<file path="src/rtl/spwm_pkg.sv">
package spwm_pkg;
  localparam int DATA_W      = 32;
  localparam int PRE_W       = 3;
  localparam int OFS_CTRL    = 'h00;
  localparam int OFS_PRE     = 'h04;
  localparam int OFS_CH_BASE = 'h08;
  localparam int CH_STRIDE   = 8;
  localparam int DUTY_OFS    = 4;
  localparam int PRE_FIELD   = 4;
  localparam int CTRL_POL    = 8;
  localparam int CTRL_TYPE   = 16;
  localparam int CTRL_SMOOTH = 24;

  function automatic int pc_addr(int c);
    return OFS_CH_BASE + CH_STRIDE * c;
  endfunction

  function automatic int dc_addr(int c);
    return pc_addr(c) + DUTY_OFS;
  endfunction
endpackage

</file>
<file path="src/rtl/spwm_regs.sv">
module spwm_regs
  import spwm_pkg::*;
#(
  parameter int NCH    = 4,
  parameter int CNT_W  = 24,
  parameter int ADDR_W = 6
) (
  input  logic                             clk_i,
  input  logic                             rst_ni,
  input  logic                             we_i,
  input  logic [ADDR_W-1:0]                addr_i,
  input  logic [DATA_W-1:0]                wdata_i,
  output logic [DATA_W-1:0]                rdata_o,
  output logic [NCH-1:0]                   trig_o,
  output logic [NCH-1:0]                   smooth_o,
  output logic [NCH-1:0]                   pol_o,
  output logic [NCH-1:0][PRE_W-1:0]        pre_o,
  output logic [NCH-1:0][CNT_W-1:0]        pc_o,
  output logic [NCH-1:0][CNT_W-1:0]        dc_o
);
  logic [NCH-1:0] typ_q;
  logic           unused_wdata;
  int             a_int;

  assign a_int        = int'(addr_i);
  assign unused_wdata = ^wdata_i;

  always_ff @(posedge clk_i or negedge rst_ni) begin
    if (!rst_ni) begin
      trig_o   <= '0;
      smooth_o <= '0;
      pol_o    <= '0;
      typ_q    <= '0;
      pre_o    <= '0;
      pc_o     <= '0;
      dc_o     <= '0;
    end else if (we_i) begin
      for (int c = 0; c < NCH; c++) begin
        if (a_int == OFS_CTRL) begin
          trig_o[c]   <= wdata_i[c];
          pol_o[c]    <= wdata_i[CTRL_POL+c];
          typ_q[c]    <= wdata_i[CTRL_TYPE+c];
          smooth_o[c] <= wdata_i[CTRL_SMOOTH+c];
        end
        if (a_int == OFS_PRE) pre_o[c] <= wdata_i[PRE_FIELD*c +: PRE_W];
        if (a_int == pc_addr(c)) pc_o[c] <= wdata_i[CNT_W-1:0];
        if (a_int == dc_addr(c)) dc_o[c] <= wdata_i[CNT_W-1:0];
      end
    end
  end

  always_comb begin
    rdata_o = '0;
    for (int c = 0; c < NCH; c++) begin
      if (a_int == OFS_CTRL) begin
        rdata_o[c]             = trig_o[c];
        rdata_o[CTRL_POL+c]    = pol_o[c];
        rdata_o[CTRL_TYPE+c]   = typ_q[c];
        rdata_o[CTRL_SMOOTH+c] = smooth_o[c];
      end
      if (a_int == OFS_PRE) rdata_o[PRE_FIELD*c +: PRE_W] = pre_o[c];
      if (a_int == pc_addr(c)) rdata_o[CNT_W-1:0] = pc_o[c];
      if (a_int == dc_addr(c)) rdata_o[CNT_W-1:0] = dc_o[c];
    end
  end
endmodule

</file>
<file path="src/rtl/spwm_trig.sv">
module spwm_trig #(
  parameter int IMM_DLY = 100
) (
  input  logic clk_i,
  input  logic rst_ni,
  input  logic trig_i,
  input  logic smooth_i,
  input  logic bnd_i,
  output logic load_o,
  output logic pend_s_o
);
  localparam int DLY_W = $clog2(IMM_DLY + 1);

  logic             trig_q, rise, pend_f_q;
  logic [DLY_W-1:0] dly_q;

  assign rise   = trig_i & ~trig_q;
  assign load_o = ~rise & ((pend_f_q & (dly_q == '0)) | (pend_s_o & bnd_i));

  always_ff @(posedge clk_i or negedge rst_ni) begin
    if (!rst_ni) begin
      trig_q   <= 1'b0;
      pend_f_q <= 1'b0;
      pend_s_o <= 1'b0;
      dly_q    <= '0;
    end else begin
      trig_q <= trig_i;
      if (rise) begin
        pend_s_o <= smooth_i;
        pend_f_q <= ~smooth_i;
        dly_q    <= DLY_W'(IMM_DLY - 1);
      end else if (pend_f_q) begin
        if (dly_q == '0) pend_f_q <= 1'b0;
        else             dly_q    <= dly_q - 1'b1;
      end else if (pend_s_o && bnd_i) begin
        pend_s_o <= 1'b0;
      end
    end
  end
endmodule

</file>
<file path="src/rtl/spwm_core.sv">
module spwm_core #(
  parameter int CNT_W = 24,
  parameter int PRE_W = 3
) (
  input  logic             clk_i,
  input  logic             rst_ni,
  input  logic             load_i,
  input  logic             idle_i,
  input  logic [PRE_W-1:0] sh_pre_i,
  input  logic [CNT_W-1:0] sh_pc_i,
  input  logic [CNT_W-1:0] sh_dc_i,
  input  logic             sh_pol_i,
  output logic             pwm_o,
  output logic             bnd_o,
  output logic [CNT_W-1:0] act_pc_o,
  output logic [CNT_W-1:0] act_dc_o,
  output logic             act_pol_o,
  output logic [CNT_W-1:0] cnt_o
);
  logic [PRE_W-1:0] act_pre_q, pre_cnt_q;
  logic             tick, last, duty, wave;

  assign tick  = (pre_cnt_q == act_pre_q);
  assign last  = (act_pc_o < CNT_W'(2)) || (cnt_o >= act_pc_o - CNT_W'(1));
  assign bnd_o = tick & last;
  assign duty  = (cnt_o < act_dc_o);
  assign wave  = act_pol_o ? duty : ~duty;

  always_ff @(posedge clk_i or negedge rst_ni) begin
    if (!rst_ni) begin
      act_pre_q <= '0;
      act_pc_o  <= '0;
      act_dc_o  <= '0;
      act_pol_o <= 1'b0;
      pre_cnt_q <= '0;
      cnt_o     <= '0;
      pwm_o     <= 1'b1;
    end else begin
      pwm_o <= idle_i ? 1'b1 : wave;
      if (load_i) begin
        act_pre_q <= sh_pre_i;
        act_pc_o  <= sh_pc_i;
        act_dc_o  <= sh_dc_i;
        act_pol_o <= sh_pol_i;
        pre_cnt_q <= '0;
        cnt_o     <= '0;
      end else if (tick) begin
        pre_cnt_q <= '0;
        cnt_o     <= last ? '0 : cnt_o + 1'b1;
      end else begin
        pre_cnt_q <= pre_cnt_q + 1'b1;
      end
    end
  end
endmodule

</file>
<file path="src/rtl/shadow_pwm.sv">
module shadow_pwm
  import spwm_pkg::*;
#(
  parameter int NCH     = 4,
  parameter int CNT_W   = 24,
  parameter int IMM_DLY = 100,
  parameter int ADDR_W  = $clog2(OFS_CH_BASE + CH_STRIDE * NCH)
) (
  input  logic              clk_i,
  input  logic              rst_ni,
  input  logic              we_i,
  input  logic [ADDR_W-1:0] addr_i,
  input  logic [31:0]       wdata_i,
  output logic [31:0]       rdata_o,
  output logic [NCH-1:0]    pwm_o
);
  logic [NCH-1:0]              trig, smooth, pol, load, pend_s, bnd, act_pol;
  logic [NCH-1:0][PRE_W-1:0]   sh_pre;
  logic [NCH-1:0][CNT_W-1:0]   sh_pc, sh_dc, act_pc, act_dc, cnt;

  spwm_regs #(.NCH(NCH), .CNT_W(CNT_W), .ADDR_W(ADDR_W)) u_regs (
    .clk_i, .rst_ni, .we_i, .addr_i, .wdata_i, .rdata_o,
    .trig_o(trig), .smooth_o(smooth), .pol_o(pol),
    .pre_o(sh_pre), .pc_o(sh_pc), .dc_o(sh_dc)
  );

  for (genvar c = 0; c < NCH; c++) begin : g_ch
    spwm_trig #(.IMM_DLY(IMM_DLY)) u_trig (
      .clk_i, .rst_ni,
      .trig_i(trig[c]), .smooth_i(smooth[c]), .bnd_i(bnd[c]),
      .load_o(load[c]), .pend_s_o(pend_s[c])
    );
    spwm_core #(.CNT_W(CNT_W), .PRE_W(PRE_W)) u_core (
      .clk_i, .rst_ni,
      .load_i(load[c]), .idle_i(~trig[c] & ~smooth[c]),
      .sh_pre_i(sh_pre[c]), .sh_pc_i(sh_pc[c]), .sh_dc_i(sh_dc[c]), .sh_pol_i(pol[c]),
      .pwm_o(pwm_o[c]), .bnd_o(bnd[c]),
      .act_pc_o(act_pc[c]), .act_dc_o(act_dc[c]), .act_pol_o(act_pol[c]), .cnt_o(cnt[c])
    );
  end
endmodule

</file>
<file path="config.mk">
export PLATFORM = sky130hd
export DESIGN_NAME = shadow_pwm
export DESIGN_NICKNAME = d
export VERILOG_FILES = /design/src/rtl/spwm_pkg.sv /design/src/rtl/spwm_regs.sv /design/src/rtl/spwm_trig.sv /design/src/rtl/spwm_core.sv /design/src/rtl/shadow_pwm.sv
export SDC_FILE = /design/constraint.sdc
export NUM_CORES = 1
export LEC_CHECK = 0
export BUFFER_PORTS_ARGS = -buffer_cell sky130_fd_sc_hd__buf_4
export CAP_MARGIN = 0
export CORE_MARGIN = 5
export CORE_UTILIZATION = 28
export DETAILED_ROUTE_END_ITERATION = 10
export PLACE_DENSITY = 0.39
export SLEW_MARGIN = 20
export SYNTH_ARGS = -nofsm -noshare
export SYNTH_HDL_FRONTEND = slang
export SYNTH_SLANG_ARGS = --single-unit
</file>
<file path="constraint.sdc">
create_clock -name clk_i -period 5.2 [get_ports clk_i]
set_clock_uncertainty 0.05 [all_clocks]
set_input_delay 1.56 -clock clk_i [delete_from_list [all_inputs] [get_ports clk_i]]
set_output_delay 1.56 -clock clk_i [all_outputs]
set_load 0.05 [all_outputs]
</file>
# Word-level counts from Yosys, hierarchy flattened
# Cells that the tools add are included.
[word_totals] mem_bits_rw=0 memories=0 regBits=580 rom_bits=0 out_inout_bits=36 latch_bits=0
[classes] eq_ne=21 n_mul=0 n_shift=0 bitwise=48 muxes=92 n_div=0 n_reduce_logical=43 addsub=16 order_cmp=12
[ops] operator="$mux 24" n=20
[ops] operator="$add 24x1->24 const B" n=4
[ops] operator="$ge 24x24->1" n=4
[ops] operator="$lt 24x2->1 const B" n=4
[ops] operator="$lt 24x24->1" n=4
[ops] operator="$sub 24x1->24 const B" n=4
[ops] operator="$mux 7" n=12
[ops] operator="$mux 1" n=48
[ops] operator="$eq 6x6->1 const B" n=6
[ops] operator="$mux 3" n=12
[ops] operator="$reduce_and 2->1" n=18
[ops] operator="$logic_not 32->1" n=1
[ops] operator="$logic_not 7->1" n=4
[ops] operator="$sub 7x1->7 const B" n=4
[ops] operator="$and 1x1->1" n=24
[ops] operator="$reduce_bool 2->1" n=12
[ops] operator="$not 1->1" n=20
[ops] operator="$ne 2x1->1 const B" n=8
[ops] operator="$add 3x1->3 const B" n=4
[ops] operator="$eq 3x3->1" n=4
[ops] operator="$eq 6x5->1 const B" n=2
[ops] operator="$eq 6x4->1 const B" n=1
[ops] operator="$logic_and 1x1->1" n=4
[ops] operator="$logic_or 1x1->1" n=4
[ops] operator="$or 1x1->1" n=4

# Longest topological paths before layout
# Gate-level depths: netlist (run 1).
[depth] ltp_word=15 mapped_depth=16 depth_no_buf=15

# By module
# Synthesis (run 1) repeated with hierarchy kept, for this count alone.
[hier_totals] cells_unflattened=3091 hier_area_um2=32668.8
[by_module_without_submodules] module="spwm_core at g_ch[0].u_core ..." area_each_um2=5054.8 cells_per_inst=532 instances=3
[by_module_without_submodules] module="spwm_regs" area_each_um2=10356.2 cells_per_inst=748 instances=1
[by_module_without_submodules] module="spwm_core at g_ch[2].u_core" area_each_um2=4931.0 cells_per_inst=523 instances=1
[by_module_without_submodules] module="spwm_trig at g_ch[0].u_trig ..." area_each_um2=543.0 cells_per_inst=55 instances=3
[by_module_without_submodules] module="spwm_trig at g_ch[3].u_trig" area_each_um2=573.0 cells_per_inst=55 instances=1
[by_module_without_submodules] module="shadow_pwm" area_each_um2=15.0 cells_per_inst=4 instances=1

# Worst setup path before layout (run 1)
# OpenSTA, ideal clock, no wires.
[synth_timing] path_kind="in2out" from="input addr_i[1]" to="output rdata_o[20]" arrival_time_ps=4296 path_buffers=2 stages=9 setup_slack_ps=-706 required_ps=3590 path_cell_list="nor3_1 > nand2b_1 > clkbuf_1 > nor2_1 > clkbuf_1 > a21oi_1 > a21oi_1 > a21oi_1 > o21ai_0"
[synth_via] elab_chain_len=9 elab_cells_between_ends=16 classes_between="8 x eq/ne; 8 x mux"
[synth_rtl] item="start, declared" line_no="shadow_pwm.sv:12" source="input logic [ADDR_W-1:0] addr_i,"
[synth_rtl] item="$eq 6x5->1" line_no="spwm_regs.sv:62" source="if (a_int == pc_addr(c)) rdata_o[CNT_W-1:0] = pc_o[c];"
[synth_rtl] item="$mux 24" line_no="spwm_regs.sv:62"
[synth_rtl] item="$mux 24" line_no="spwm_regs.sv:63" source="if (a_int == dc_addr(c)) rdata_o[CNT_W-1:0] = dc_o[c];"
[synth_rtl] item="$mux 24" line_no="spwm_regs.sv:62"
[synth_rtl] item="$mux 24" line_no="spwm_regs.sv:63"
[synth_rtl] item="$mux 24" line_no="spwm_regs.sv:62"
[synth_rtl] item="$mux 24" line_no="spwm_regs.sv:63"
[synth_rtl] item="$mux 24" line_no="spwm_regs.sv:62"
[synth_rtl] item="$mux 24 *" line_no="spwm_regs.sv:63"
[synth_rtl] item="end, declared" line_no="shadow_pwm.sv:14" source="output logic [31:0] rdata_o,"
# Mark *: on every way between the ends. The rest lies on a longest branch, timed or not.

# Final worst setup path (run 1)
[layout_timing] from="input addr_i[5]" to="output rdata_o[21]"
# The elaborated chain is that of the path after synthesis.

==> results.tsv, run 1 <==
metric	value	unit
status	complete, but fails checks	
ioPinCount	77	
final_cell_area	36600	um^2
nets	3159	
drcViolationCount	0	
post-route-util	33.5	%
htreeDepth	3	
place.gp.congestion	0.858	
final.period_utilization	100	%
min-delay-start	g_ch[0].u_core.pre_cnt_q[0]	
n_fill_cell	10900	
rows	121	
crit_required	3590	ps
reg2regPathDepth	17	
via_per_inst	4.98	
ys_types	72	
fmax	0.192	GHz
rrSetupSlack	370	ps
hold_class	reg2reg	
leakagePower	0.0174	uW
arrival	3600	ps
yosys-top-cells-count	dfrtp_1, mux2_2, nor2_1	
reg2reg_from	g_ch[1].u_core.act_pc_o[9]	
cts_sinks	580	
crit_path_max_fanout	17	
final_hold_viol_count	0	
finalSetupTns	-14.5	ps
startpoint_type	input pin	
num_vias	21800	
clk_pin_slew_worst_paths	50	ps
p_per_area	468	nW/um^2
hpwl	77200	um
power_frac_seq	35.3	%
yosysSeqAreaShare	47.2	%
yosysTopAreaCell	dfrtp_1	
synth_top_area_share	46.8	%
drtAntennaViolNets	0	
die_x	341	um
cts_buffers	73	
dr_wl_met3	4900	um
port_buffers	68	
placeableCoreArea	109000	um^2
route.top_layer_used	met4	
pwr-share-comb	34.2	%
max-vdd-ir-drop	0.000184	V
synth-edff-count	0	
ys.flop_type	dfrtp_1	
clockBufferDepth	3	
cts_tree	done	
internal-power	11000	uW
syn_to_final_growth	18.8	%
crit_start	addr_i[5]	
synthTopCellsByArea	dfrtp_1, mux2_2, ha_1	
whs_path_depth	1	
die_h	341	um
p_sw	6120	uW
met1_length	47900	um
met2_length	46500	um
violations	setup timing	
routed_wl	101000	um
avgSynthCellArea	11.2	um^2
synth_warnings	0	
min_period	5210	ps
grt_usage	17.2	%
clk_latency	610	ps
die-area	117000	um^2
end_kind	primary output	
grt_pass1_vias	22700	
synthCells	2741	
drive_gt1_share	26.8	%
antenna_found_initial	12	
drt_iter0_drc	1324	
synthMostInstantiatedCell	dfrtp_1	
grt_max_degree	101	
drtPass1Iterations	5	
switching_share	35.8	%
root_buffer	clkbuf_16	
worstMarginPinSlew	936	ps
slew_headroom	37.6	%
criticalPathCategory	in2out	
overflow	0	
cap_violations	0	
synth_area	30800	um^2
grt_pass1_wl	151000	um
finalSetupViolCount	1	
p_clk_share	30.6	%
detail_route.wl_per_cell	23.1	um
start_util	28.2	%
async_reset_ff_share	100	%
synth-seq-cells	580	
fin_ws	-14.5	ps
maxSlewViolCount	0	
dpl-instance-area	33900	um^2
## flip-flops by register name, indices dropped and copies added (netlist names), 12 cells and up
register and flops:
g_ch.u_trig.dly_q 28, u_regs.pc_o 96, u_regs.pre_o 12, g_ch.u_core.act_pc_o 96
g_ch.u_core.act_dc_o 96, u_regs.dc_o 96, g_ch.u_core.pre_cnt_q 12, g_ch.u_core.act_pre_q 12
g_ch.u_core.cnt_o 96
## metal layers
| metal | vias up | GRT usage, % |
|---|---|---|
| li1 | 10200 | - |
| met2 | 405 | 27.9 |
| met1 | 11200 | 24.2 |
| met5 | - | 0 |
| met4 | 0 | 3.48 |
| met3 | 107 | 3.41 |
## cell usage in the layout, fill, tap and decap left out, types with 13 or more instances in the layout
cell and n:
nand2b_1 15, nand4_1 39, dfrtp_1 576, clkbuf_16 77, mux2_2 429, and3_1 33
clkbuf_1 17, clkbuf_8 13, nor4_1 38, buf_6 19, o211ai_1 22, nand3_1 74
xnor2_1 116, xor2_1 93, o21ai_0 50, nor3_1 49, nor2_1 236, nand2_1 165
nor2b_1 19, ha_1 204, inv_1 133, buf_4 160, or3_1 16, a21oi_1 68
mux2i_1 26, and4_1 13, a21o_1 24
## worst paths after layout
check                                         endpoint
hold / removal             g_ch[0].u_core.pre_cnt_q[0]
setup / recovery                           rdata_o[21]
setup reg to reg           g_ch[1].u_core.act_dc_o[12]
min in group asynchronous      g_ch[2].u_core.cnt_o[3]
hold reg to reg            g_ch[0].u_core.pre_cnt_q[0]
max in group asynchronous           u_regs.smooth_o[3]
## power groups by stage
stage | Sequential (uW) | Clock (uW) | Combinational, uW
2_1_floorplan | 5740 | 0 | 4290
3_3_place_gp | 6100 | 0 | 5720
3_5_place_dp | 6130 | 0 | 5880
4_1_cts | 6050 | 5410 | 5930
5_1_grt | 6130 | 5580 | 6610
6_report | 6030 | 5230 | 5840
## critical path, cell delays in order
cell,delay (ps)
buf_4,130
or4b_4,280
nor2_1,70
buf_4,140
buf_8,150
a222oi_1,770
o21ai_2,250
buf_6,230
## per-stage QoR
step	instances	power [uW]	worst slack, ps	hold WS (ps)
6_report	4384	17100	-14.5	441
3_5_place_dp	4248	12000	-388	440
4_1_cts	4377	17400	2.76	447
3_3_place_gp	4248	11800	-478	415
2_1_floorplan	2744	10000	-104	362
5_1_grt	4382	18300	-1.81	461
## layout make-up
class	count	area, um^2	area share [%]
Multi-Input combinational cell	1932	15600	42.7
Tap cell	1414	1770	4.84
Timing Repair Buffer	194	1700	4.64
Clock inverter	22	289	0.791
Sequential cell	580	14500	39.7
Antenna cell	2	5.00	0.0137
Clock buffer	107	2170	5.93
Inverter	133	499	1.37
## cell families (layout without fill, tap and decap cells)
kind of cell | count (synthesis) | count (layout) | synth area share (%)
and+or+nand+nor | 740 | 740 | 11.4
muxes | 473 | 473 | 17.4
adders and majority gates | 204 | 204 | 8.30
buffers and inverters | 232 | 456 | 3.13
AOI/OAI and AO/OA | 302 | 302 | 6.61
other | 1 | 6 | 0.0122
DFF | 580 | 580 | 47.2
xor gates and xnor gates | 209 | 209 | 5.95
## timing repair
| item | in CTS | in global routing |
|---|---|---|
| hold buffers | 0 | 0 |
| cloned | 0 | 0 |
| pin swaps | 4 | 13 |
| gates resized for setup | 21 | 37 |
| setup buffers | 1 | 5 |
| endpoints found under the setup margin | 22 | 66 |
Power figures use the tool's default switching activity.
==> run 2: changes to the inputs <==
--- a/config.mk
+++ b/config.mk
@@ -7,10 +7,12 @@
 export LEC_CHECK = 0
 export BUFFER_PORTS_ARGS = -buffer_cell sky130_fd_sc_hd__buf_4
 export CAP_MARGIN = 0
+export CELL_PAD_IN_SITES_DETAIL_PLACEMENT = 1
+export CELL_PAD_IN_SITES_GLOBAL_PLACEMENT = 2
 export CORE_MARGIN = 5
 export CORE_UTILIZATION = 28
 export DETAILED_ROUTE_END_ITERATION = 10
-export PLACE_DENSITY = 0.39
+export PLACE_DENSITY = 0.53
 export SLEW_MARGIN = 20
 export SYNTH_ARGS = -nofsm -noshare
 export SYNTH_HDL_FRONTEND = slang
==> results.tsv, run 2 (same netlist as run 1, synthesis figures left out) <==
metric	value	unit	change
grt_max_degree	88		-13%
arrival	3630	ps	+30 ps
worstMarginPinSlew	1040	ps	+106 ps
cp_slowest_cell	a222oi_1		
port_buffers	68		unchanged
mostFrequentLayoutCells	dfrtp_1, mux2_2, nor2_1, ha_1, nand2_1		
clk_latency	640	ps	+30 ps
antenna_found_initial	13		+1
htreeDepth	3		unchanged
end_kind	primary output		
num_vias	21900		+0.32%
final_common_cell	dfrtp_1		
p_clk_share	30.1	%	-0.5 points
die_x	341	um	unchanged
clockBufferDepth	3		unchanged
power_frac_seq	35.0	%	-0.3 points
grt_usage	18.3	%	+1.0 points
internal-power	10900	uW	-0.98%
drcViolationCount	0		unchanged
grt_pass1_vias	24000		+5.7%
violations	setup timing		
rsz0062_at_grt	yes		
root_buffer	clkbuf_16		
routed_wl	107000	um	+5.8%
maxSlewViolCount	0		unchanged
post-route-util	33.4	%	-0.11 points
reg2regPathDepth	13		-4
placed_cells	4240		-0.19%
fin_ws	-42.8	ps	-28.3 ps
cts_buffers	74		+1.4%
clk_pin_slew_worst_paths	50	ps	about the same
min_period	5240	ps	+28.3 ps
whs_path_depth	1		unchanged
final_hold_viol_count	0		unchanged
drive_gt1_share	26.6	%	-0.17 points
die-area	117000	um^2	unchanged
final.period_utilization	101	%	+0.54 points
stdcell_count	4382		-0.046%
overflow	0		unchanged
drtPass1Iterations	5		unchanged
criticalPathCategory	in2out		
cts_sinks	580		unchanged
pwr-share-comb	34.9	%	+0.7 points
drt_iter0_drc	1183		-11%
ioPinCount	77		unchanged
via_per_inst	5.00		+0.37%
crit_top_cell	buf_4		
crit_path_max_fanout	11		-6
drtAntennaViolNets	0		unchanged
finalSetupViolCount	1		unchanged
path_delay_family	buffers and inverters		
n_fill_cell	11900		+8.9%
p_per_area	472	nW/um^2	+0.98%
syn_to_final_growth	18.4	%	
worstPathCellList	buf_4 > inv_1 > nand2_1 > buf_4 > nor2_1 > buf_4 > a222oi_1 > o211ai_1 > buf_4 > buf_4		
rows	121		unchanged
die_h	341	um	unchanged
hold_class	reg2reg		
start_util	28.2	%	unchanged
nets	3150		-0.28%
slew_headroom	29.9	%	-7.7 points
grt_pass1_wl	160000	um	+6.4%
max_stage_delay	600	ps	-170 ps
critPathBufInv	6		+2
place.gp.congestion	0.847		-1.3%
path_depth	10		+2
cap_violations	0		unchanged
hold_buffers	0		unchanged
placeableCoreArea	109000	um^2	unchanged
status	complete, but fails checks		
hpwl	81100	um	+5.1%
cts_tree	done		
p_sw	6340	uW	+3.5%
leakagePower	0.0174	uW	-0.28%
crit_required	3590	ps	about the same
startpoint_type	input pin		
switching_share	36.8	%	+1.0 points
max-vdd-ir-drop	0.000305	V	+66%
detail_route.wl_per_cell	24.4	um	+5.9%
fmax	0.191	GHz	-0.54%
-- run 2: changes by cell type in the layout (fill, tap and decap cells not counted), sizes merged --
cell / change
buf: -12
bufbuf: +1
bufinv: -1
clkbuf: -8
clkinv: +6
clkinvlp: +3
diode: +5
inv: +4
-- run 2: final cells by class --
class	instances	area, um^2	area share (%)
Antenna cell	7	17.5	0.0481
Clock buffer	98	2070	5.69
Clock inverter	34	358	0.982
Inverter	133	499	1.37
Multi-Input combinational cell	1932	15600	42.7
Sequential cell	580	14500	39.9
Tap cell	1414	1770	4.86
Timing Repair Buffer	184	1640	4.49
-- run 2: power groups by stage --
stage                     registers, uW  logic [uW]  clock network [uW]
after global routing               6120        6820                5540
after detailed placement           6120        6080                   0
after CTS                          6040        6140                5360
after global placement             6090        5820                   0
after floorplan                    5740        4290                   0
final                              6020        6010                5180
-- run 2: worst paths after layout --
kind,slack [ps],startpoint,end
worst max-delay path,-40,addr_i[3],rdata_o[9]
worst min-delay path,440,g_ch[2].u_core.pre_cnt_q[0],g_ch[2].u_core.pre_cnt_q[0]
worst max register to register,480,g_ch[0].u_core.act_pc_o[14],g_ch[0].u_core.act_dc_o[12]
worst min register to register,440,g_ch[2].u_core.pre_cnt_q[0],g_ch[2].u_core.pre_cnt_q[0]
max in group asynchronous,3130,rst_ni,g_ch[1].u_core.pwm_o
min in group asynchronous,960,rst_ni,g_ch[2].u_core.act_dc_o[2]
-- run 2: what timing repair did --
action,CTS,global route
gates cloned,1,1
hold endpoints to repair,0,0
resized for setup,14,15
setup endpoints to repair,20,68
pin swaps,3,5
setup buffers,0,1
-- run 2: metrics by stage --
stage | setup slack, ps | power, uW | hold WS, ps | TNS, ps | area, um^2
floorplan | -104 | 10000 | 362 | -225 | 30900
global placement | -183 | 11900 | 415 | -1680 | 33800
detailed placement | -171 | 12200 | 433 | -1280 | 33800
CTS | 21.3 | 17500 | 444 | 0 | 36300
global route | -45.0 | 18500 | 465 | -52.6 | 36400
finish | -42.8 | 17200 | 438 | -42.8 | 36400
-- run 2: per-layer routing --
metal	up-vias	wire, um	share of wire, %	GRT usage [%]
li1	10100	-	-	-
met1	11300	49400	46	25.0
met2	362	49400	46	29.6
met3	127	5490	5.1	3.91
met4	0	2680	2.5	4.54
met5	-	0	0	0
